--- src/rtl/lrb_pkg.sv ---
// Shared types for the loop replay buffer.
// Assumes nothing beyond a single clock domain.
package lrb_pkg;
    typedef enum logic [1:0] {
        LRB_IDLE    = 2'd0,
        LRB_CAPTURE = 2'd1,
        LRB_REPLAY  = 2'd2
    } lrb_mode_e;
endpackage

--- src/rtl/lrb_store.sv ---
// Entry store: one write port and one asynchronous read port.
// Assumes wr_idx < DEPTH whenever wr_en is high. Contents are not reset.
module lrb_store #(
    parameter int DEPTH = 32,
    parameter int W     = 64,
    localparam int AW   = $clog2(DEPTH)
) (
    input  logic          clk,
    input  logic          wr_en,
    input  logic [AW-1:0] wr_idx,
    input  logic [W-1:0]  wr_data,
    input  logic [AW-1:0] rd_idx,
    output logic [W-1:0]  rd_data
);
    logic [W-1:0] mem [DEPTH];

    // write one captured entry
    always_ff @(posedge clk) begin
        if (wr_en) mem[wr_idx] <= wr_data;
    end

    // present the entry under the replay pointer
    always_comb rd_data = mem[rd_idx];
endmodule

--- src/rtl/lrb_exit.sv ---
// Replay exit detection: flush, fall-through of the closing branch,
// or a taken forward branch that leaves the captured address range.
// Assumes start_pc <= last_pc for a captured body.
module lrb_exit #(
    parameter int PCW = 32
) (
    input  logic           flush,
    input  logic           res_valid,
    input  logic           res_bwd_br,
    input  logic           res_taken,
    input  logic [PCW-1:0] res_target,
    input  logic [PCW-1:0] start_pc,
    input  logic [PCW-1:0] last_pc,
    output logic           exit_req
);
    logic outside;
    logic fall_through;
    logic fwd_escape;

    // classify the resolution against the captured range
    always_comb begin
        outside      = (res_target < start_pc) || (res_target > last_pc);
        fall_through = res_valid && res_bwd_br && !res_taken;
        fwd_escape   = res_valid && !res_bwd_br && res_taken && outside;
        exit_req     = flush || fall_through || fwd_escape;
    end
endmodule

--- src/rtl/lrb_ctrl.sv ---
// Mode controller: idle, capture and replay. Counts captured entries and
// forward branches, qualifies the closing branch and steps the replay pointer.
// Assumes dec_fwd_br and dec_bwd_br are never both high.
module lrb_ctrl
    import lrb_pkg::*;
#(
    parameter int DEPTH   = 32,
    parameter int PCW     = 32,
    parameter int MAX_FWD = 2,
    localparam int AW     = $clog2(DEPTH),
    localparam int CW     = $clog2(DEPTH + 1),
    localparam int FW     = $clog2(MAX_FWD + 1)
) (
    input  logic           clk,
    input  logic           rst_n,
    input  logic           dec_valid,
    input  logic [PCW-1:0] dec_pc,
    input  logic           dec_fwd_br,
    input  logic           dec_bwd_br,
    input  logic           dec_taken,
    input  logic [PCW-1:0] dec_target,
    input  logic           flush,
    input  logic           exit_req,
    input  logic           rep_ready,
    output logic           wr_en,
    output logic [AW-1:0]  wr_idx,
    output logic [AW-1:0]  rd_idx,
    output logic           replaying,
    output logic [PCW-1:0] start_pc,
    output logic [PCW-1:0] last_pc
);
    lrb_mode_e     mode;
    logic [CW-1:0] cnt;
    logic [CW-1:0] len;
    logic [FW-1:0] fwd_cnt;
    logic [AW-1:0] rptr;
    logic          full;
    logic          fwd_over;
    logic          close_ok;
    logic          cap_ok;
    logic          open_ok;

    // qualify the current decoded instruction against the capture rules
    always_comb begin
        full     = (cnt == CW'(DEPTH));
        fwd_over = dec_fwd_br && (fwd_cnt == FW'(MAX_FWD));
        close_ok = dec_bwd_br && dec_taken && (dec_target == start_pc);
        open_ok  = (mode == LRB_IDLE) && dec_valid && !flush && !dec_bwd_br;
        cap_ok   = (mode == LRB_CAPTURE) && dec_valid && !flush && !full
                   && !fwd_over && (!dec_bwd_br || close_ok);
        wr_en    = open_ok || cap_ok;
        wr_idx   = (mode == LRB_IDLE) ? '0 : cnt[AW-1:0];
        rd_idx   = rptr;
        replaying = (mode == LRB_REPLAY);
    end

    // mode, counters and replay pointer
    always_ff @(posedge clk) begin
        if (!rst_n) begin
            mode     <= LRB_IDLE;
            cnt      <= '0;
            len      <= '0;
            fwd_cnt  <= '0;
            rptr     <= '0;
            start_pc <= '0;
            last_pc  <= '0;
        end else begin
            case (mode)
                LRB_IDLE: begin
                    if (open_ok) begin
                        mode     <= LRB_CAPTURE;
                        cnt      <= CW'(1);
                        fwd_cnt  <= dec_fwd_br ? FW'(1) : '0;
                        start_pc <= dec_pc;
                    end
                end
                LRB_CAPTURE: begin
                    if (flush) begin
                        mode <= LRB_IDLE;
                    end else if (dec_valid) begin
                        if (!cap_ok) begin
                            mode <= LRB_IDLE;
                        end else if (dec_bwd_br) begin
                            mode    <= LRB_REPLAY;
                            len     <= cnt + CW'(1);
                            last_pc <= dec_pc;
                            rptr    <= '0;
                        end else begin
                            cnt <= cnt + CW'(1);
                            if (dec_fwd_br) fwd_cnt <= fwd_cnt + FW'(1);
                        end
                    end
                end
                LRB_REPLAY: begin
                    if (exit_req) begin
                        mode <= LRB_IDLE;
                    end else if (rep_ready) begin
                        rptr <= (rptr == AW'(len - CW'(1))) ? '0 : rptr + AW'(1);
                    end
                end
                default: mode <= LRB_IDLE;
            endcase
        end
    end
endmodule

--- src/rtl/loop_replay_buf.sv ---
// Loop replay buffer top: captures a short loop body from decode and replays
// it from local storage while fetch and decode are gated off.
// Assumes the consumer holds rep_ready meaningful only while rep_valid is high.
module loop_replay_buf #(
    parameter int DEPTH   = 32,
    parameter int PCW     = 32,
    parameter int IW      = 32,
    parameter int MAX_FWD = 2,
    localparam int AW     = $clog2(DEPTH),
    localparam int EW     = PCW + IW
) (
    input  logic           clk,
    input  logic           rst_n,
    input  logic           dec_valid,
    input  logic [PCW-1:0] dec_pc,
    input  logic [IW-1:0]  dec_instr,
    input  logic           dec_fwd_br,
    input  logic           dec_bwd_br,
    input  logic           dec_taken,
    input  logic [PCW-1:0] dec_target,
    input  logic           res_valid,
    input  logic           res_bwd_br,
    input  logic           res_taken,
    input  logic [PCW-1:0] res_target,
    input  logic           flush,
    output logic           rep_valid,
    input  logic           rep_ready,
    output logic [PCW-1:0] rep_pc,
    output logic [IW-1:0]  rep_instr,
    output logic           fe_gate
);
    logic           wr_en;
    logic [AW-1:0]  wr_idx;
    logic [AW-1:0]  rd_idx;
    logic [EW-1:0]  rd_data;
    logic           replaying;
    logic           exit_req;
    logic [PCW-1:0] start_pc;
    logic [PCW-1:0] last_pc;

    lrb_ctrl #(.DEPTH(DEPTH), .PCW(PCW), .MAX_FWD(MAX_FWD)) u_ctrl (
        .clk(clk), .rst_n(rst_n),
        .dec_valid(dec_valid), .dec_pc(dec_pc), .dec_fwd_br(dec_fwd_br),
        .dec_bwd_br(dec_bwd_br), .dec_taken(dec_taken), .dec_target(dec_target),
        .flush(flush), .exit_req(exit_req), .rep_ready(rep_ready),
        .wr_en(wr_en), .wr_idx(wr_idx), .rd_idx(rd_idx), .replaying(replaying),
        .start_pc(start_pc), .last_pc(last_pc)
    );

    lrb_store #(.DEPTH(DEPTH), .W(EW)) u_store (
        .clk(clk), .wr_en(wr_en), .wr_idx(wr_idx), .wr_data({dec_pc, dec_instr}),
        .rd_idx(rd_idx), .rd_data(rd_data)
    );

    lrb_exit #(.PCW(PCW)) u_exit (
        .flush(flush), .res_valid(res_valid), .res_bwd_br(res_bwd_br),
        .res_taken(res_taken), .res_target(res_target),
        .start_pc(start_pc), .last_pc(last_pc), .exit_req(exit_req)
    );

    // drive the replay stream and the fetch/decode gate
    always_comb begin
        rep_valid = replaying;
        fe_gate   = replaying;
        rep_pc    = rd_data[EW-1:IW];
        rep_instr = rd_data[IW-1:0];
    end
endmodule

--- config.mk ---
export PLATFORM = sky130hd
export DESIGN_NAME = loop_replay_buf
export DESIGN_NICKNAME = d
export VERILOG_FILES = /design/src/rtl/lrb_pkg.sv /design/src/rtl/lrb_store.sv /design/src/rtl/lrb_exit.sv /design/src/rtl/lrb_ctrl.sv /design/src/rtl/loop_replay_buf.sv
export SDC_FILE = /design/constraint.sdc
export NUM_CORES = 2
export LEC_CHECK = 0
export BUFFER_PORTS_ARGS = -buffer_cell sky130_fd_sc_hd__buf_2
export CAP_MARGIN = 20
export CORE_ASPECT_RATIO = 1.75
export CORE_MARGIN = 5
export CORE_UTILIZATION = 60
export CTS_CLUSTER_DIAMETER = 150
export DETAILED_ROUTE_END_ITERATION = 12
export HOLD_SLACK_MARGIN = 0.15
export PLACE_DENSITY = 0.83
export SYNTH_ARGS = -nofsm -noshare
export SYNTH_HDL_FRONTEND = slang
export SYNTH_SLANG_ARGS = --single-unit
--- constraint.sdc ---
create_clock -name clk -period 6.65 [get_ports clk]
set_clock_uncertainty 0.2 [all_clocks]
set_input_delay 0.3325 -clock clk [delete_from_list [all_inputs] [get_ports clk]]
set_output_delay 0.3325 -clock clk [all_outputs]
set_load 0.03 [all_outputs]
# Word level (Yosys, flattened, before mapping)
# Memories as Yosys holds them, arrays and structs flattened. A register that Yosys moved wholly into a read port is not among the register bits.
# Index checks and enable logic that the tools add are counted.
# totals
ff_bits	84
ramBits	2048
wordCells	103
mem_count	1
# memory_table
memory	words	width	read_ports	rd_ports_with_merged_regs	write_ports	line_no	text
u_store.mem	32	64	1	1	1	lrb_store.sv:15	logic [W-1:0] mem [DEPTH];
# classes
n_addsub	4
order_cmp	2
n_eq_ne	18
mux	34
bitwise	1
reduce_logical	36
# op_table
operator	count
two-way mux 5 bit	10
== test 32 bit	1
> comparator 32 bit	1
< comparator 32 bit	1
two-way mux 6 bit	5
two-way mux 2 bit	12
logical AND 1 bit	16
inequality test 2 bit, second input constant	7
AND reduction 7 bit	2
case mux 6 bit (2 select lines)	1
case mux 5 bit (2 select lines)	1
adder 6 x 1 -> 6 bit, second input constant	1
== test 6 bit, second input constant	1
logical NOT 1 bit	6
inequality test 2 x 1 -> 1 bit, second input constant	3
case mux 2 bit (3 select lines)	1
AND reduction 6 bit	1
adder 5 x 1 -> 5 bit, second input constant	1
== test 5 bit	1
logical OR 1 bit	5
AND reduction 5 bit	1
subtractor 5 x 1 -> 5 bit, second input constant	1
== test 2 bit, second input constant	2
inequality test 4 bit, second input constant	1
10 further kinds	13

# Longest topological paths before layout
# depth
depth_word	12
mapped_depth	10
mapped_depth_nobuf	9

# Modules after synthesis
# Synthesis repeated with hierarchy kept, for this count alone.
# hier_totals
hier_cells	3712
area_unflattened_um2	83401.2
# modules_own_cells
mod	instances	cells_each	area_each_um2	seq_area_each_um2
lrb_store	1	3032	77683.3	61499.0
lrb_ctrl	1	451	4063.9	1681.6
lrb_exit	1	228	1646.6	0.0
loop_replay_buf	1	1	7.5	0.0

# Worst setup path before layout
# OpenSTA, ideal clock, no wires.
# synth_timing
kind	reg-to-reg
startpoint	register u_ctrl.cnt[0]
endpoint	memory u_store.mem[13][0], enable pin
setup_time_ps	487
arrival_time_ps	4526
required_time_ps	5963
slack_ps	1437
path_stages_with_launch	9
path_buffers	1
path_cell_list	dfxtp_1 > inv_1 > ha_1 > a32o_1 > or3_1 > clkbuf_1 > nand2_1 > nand3_1 > nor2_1
# synth_between
elab_chain_len	8
# synth_rtl
item	line_no	text
start, declared	lrb_ctrl.sv:33	logic [CW-1:0] cnt;
start signal, assigned	lrb_ctrl.sv:89	cnt <= cnt + CW'(1);
== test 6 bit	lrb_ctrl.sv:45	full = (cnt == CW'(DEPTH));
logical NOT 1 bit	lrb_ctrl.sv:49	cap_ok = (mode == LRB_CAPTURE) && dec_valid && !flush && !full
logical AND 1 bit	lrb_ctrl.sv:49	
logical AND 1 bit (2 in series)	lrb_ctrl.sv:50	&& !fwd_over && (!dec_bwd_br || close_ok);
logical OR 1 bit	lrb_ctrl.sv:51	wr_en = open_ok || cap_ok;
two-way mux 1 bit	lrb_store.sv:19	if (wr_en) mem[wr_idx] <= wr_data;
two-way mux 1 bit (implied by the code)	lrb_store.sv:19	
end, declared	lrb_store.sv:15	
# Several ways; a longest one is shown, not always the timed one.

# Final worst setup path
# layout_timing
startpoint	register u_ctrl.mode[0]
endpoint	memory u_store.mem[22][20], enable pin
# layout_between
elab_chain_len	9
# layout_rtl
item	line_no	text
start, declared	lrb_ctrl.sv:32	lrb_mode_e mode;
start signal, assigned	lrb_ctrl.sv:60	mode <= LRB_IDLE;
start signal, assigned	lrb_ctrl.sv:71	mode <= LRB_CAPTURE;
start signal, assigned	lrb_ctrl.sv:79	mode <= LRB_IDLE;
== test 2 x 1 -> 1 bit	lrb_ctrl.sv:49	
logical AND 1 bit (3 in series)	lrb_ctrl.sv:49	
logical AND 1 bit (2 in series)	lrb_ctrl.sv:50	
logical OR 1 bit	lrb_ctrl.sv:51	
two-way mux 1 bit	lrb_store.sv:19	
two-way mux 1 bit (implied by the code)	lrb_store.sv:19	
# Several ways; a longest one is shown, not always the timed one.

==> results.ini <==
[worst_setup_path]
cp-start-kind=register
cp_top_family=simple AND/OR/NAND/NOR gates
path_cells=nor2b_1 > nand4b_1 > nor4_1 > dlygate4sd3_1 > nand3_1 > nand2_1 > nand3_1 > nor2_4 > buf_4
critPathMostFrequentCell=nand3_1
criticalPathCategory=register to register
path_max_fanout=31
rr_worst_depth=9
cp-end-kind=register
worst_ep_arrival_time_ps=5360
reg2reg_from=u_ctrl.mode[0]$_SDFFE_PN0P_
r2r-end=u_store.mem[22][20]$_DFFE_PP_
cp.required_ps=6870
slowest_stage=nor2_4
cp_slowest_stage_delay_ps=910
reg2reg_setup_slack_ps=1520
crit_buf_inv=2

[final_layout]
fin_util_pct=68.1
layout_commonest_cell=edfxtp_1
fin_area_um2=93700
layout_common_cells=edfxtp_1, mux4_2, buf_2
final_nets=4226
final_layout_size_suffix_gt1_share_pct=30.9
final_cells=5983
syn_to_final_growth_pct=12.6

[power]
leakagePower_nw=28.5
ir_drop_v=0.000237
total_power_mw=25.9
powerDensity_nw_per_um2=276

[global_route]
grt_pass1_vias=44300
grt-ovfl-total=0
grt_usage_pct=31.6
antenna_found_initial=13
grt_max_degree=125
grt_pass1_wl_um=328000

[place]
pre_cts_slack_ps=1990
gp_congestion=0.889
io_buffers=204
dp.cells=5564
dpl.hpwl_um=116000
dpl-instance-area_um2=87000

[die]
die_area_um2=147000
start_util_pct=60.5
chipHeight_um=503
ios=205
rows=180
coreArea_um2=138000
dieWidth_um=292

[routing]
drtIter0Drc=6754
ant_nets=0
wl_um=230000
drtPass1Iterations=5
drc=0
vias_per_cell=7.17
wl_per_cell_um=38.4
vias=42900

[clocking]
cts_setup_buffers=0
cts_tree=built
clk_pin_slew_ps=60
clock_latency_ps=820
cts-buffers-inserted=175
h-tree-depth=4
clock_sinks=2137
cts_root_buf=clkbuf_16
cts_buffer_depth=3

[timing]
finalCriticalPeriod_ps=5130
timing.final.crit_share_pct=77.2
tns_ps=0
maxSlewViolCount=0
fmax_mhz=195
rsz0062_at_grt=no
setup_viol=0
whs_ps=260
final.setup.worst_slack_ps=1520
relSlewSlack_pct=28.6
finalHoldViolCount=0
worst_slew_pin_slew_ps=1070

[yosys]
ys_warn_count=0
syn_area_um2=83200
synthDistinctLibCells=58
synth-seq-area-share_pct=76.0
ys_ff_latch=2137
synth_cells=3635
synth_edf_count=2048
synth-async-reset-ratio_pct=0
synth_flop_cell=edfxtp_1
synth.net_count=3842
syn_avg_cell_area_um2=22.9

[run]
drv_cap=0

[status]
outcome=finished, final reports clean

[hold_path]
worstHoldStart=res_target[15]
holdPathStages=7
hold_class=input port to register

==> state kept, by name, indices dropped and copies added (netlist names), named ones only <==
signal and cells:
u_ctrl.mode 2, u_store.mem 2048, u_ctrl.rd_idx 5, u_ctrl.cnt 6, u_ctrl.fwd_cnt 2, u_ctrl.last_pc 32, u_ctrl.start_pc 32, u_ctrl.len 5
==> worst register-to-register path: stages (launching register included) <==
cell and delay [ps]:
dfxtp_1 450, nor2b_1 310, nand4b_1 170, nor4_1 230
dlygate4sd3_1 580, nand3_1 120, nand2_1 200, nand3_1 750
nor2_4 930, buf_4 750
==> where the power goes <==
| part | internal, mW | total (mW) | switching, mW | leakage (nW) |
|---|---|---|---|---|
| sequential | 14.7 | 14.8 | 0.0132 | 19.1 |
| combinational | 0.153 | 0.527 | 0.375 | 6.63 |
| clock | 5.72 | 10.6 | 4.87 | 2.75 |
| total | 20.6 | 25.9 | 5.26 | 28.5 |
==> synthesized netlist by cell type (2+ instances only) <==
library cell	number	area, um2
a31oi_1	5	31.3
a21bo_2	2	20.0
nor4_1	6	37.5
and2_1	2	12.5
mux2_2	64	721
a21boi_0	27	203
o21ai_0	15	75.1
o21a_1	3	22.5
buf_1	16	60.1
buf_2	57	285
buf_4	3	22.5
a211oi_2	2	25.0
or3_1	3	18.8
nor2b_1	45	282
a21o_1	2	15.0
nand4b_1	2	17.5
nand4_1	31	194
ha_1	68	851
a211oi_1	3	22.5
a221oi_1	2	17.5
nand3_1	19	95.1
a21oi_1	42	210
edfxtp_1	2048	61500
clkbuf_1	99	372
dfxtp_1	89	1780
nor2_1	56	210
and3_1	3	18.8
nor3_1	6	30.0
nand3b_1	7	52.6
xor2_1	4	35.0
mux2i_1	36	360
and4_1	2	17.5
nand2_1	85	319
xnor2_1	38	333
mux4_2	640	14400
o211ai_1	3	22.5
nand2b_1	6	37.5
a41o_1	4	40.0
inv_1	71	267
==> layout make-up <==
class	instances	area, um2
sequential	2137	63300
fill	7616	43900
multi-input combinational	1250	19200
clock buffer	217	4600
timing repair buffer	384	3000
tap	1820	2280
clock inverter	99	1070
inverter	71	267
antenna	5	12.5
==> repair_timing <==
action | 4_1_cts | 5_1_grt
hold endpoints to repair | 2136 | 0
hold buffers | 97 | 0
resized for setup | 0 | 0
==> cell families (layout without fill, tap and decap cells) <==
logic type	Yosys count	in the layout	share of synthesized area, %
xor+xnor	42	42	0.442
flops	2137	2137	76.0
mux	740	740	18.6
fa+ha+maj	68	68	1.02
simple gates	277	277	1.65
compound gates	123	123	0.997
other cells	0	5	0
buf+inv	248	771	1.23
==> per-layer routing <==
metal	up-vias	track usage [%]	wire length, um
li1	16100	-	-
met1	22200	39.8	73400
met2	3933	54.1	119000
met3	727	5.59	24000
met4	10	14.8	13100
met5	-	0	56
==> worst max path at each step <==
stage	slack (ps)	endpoint	depth (start not counted)	start
global route	1420	u_store.mem[22][20]$_DFFE_PP_	9	u_ctrl.mode[0]$_SDFFE_PN0P_
global placement	1980	u_store.mem[9][23]$_DFFE_PP_	8	u_ctrl.cnt[0]$_SDFFE_PN0P_
detailed placement	1990	u_store.mem[22][31]$_DFFE_PP_	8	u_ctrl.cnt[0]$_SDFFE_PN0P_
floorplan	1440	u_store.mem[13][0]$_DFFE_PP_	8	u_ctrl.cnt[0]$_SDFFE_PN0P_
finish	1520	u_store.mem[22][20]$_DFFE_PP_	9	u_ctrl.mode[0]$_SDFFE_PN0P_
CTS	1640	rep_pc[17]	5	register
(Power assumes the default switching activity.)
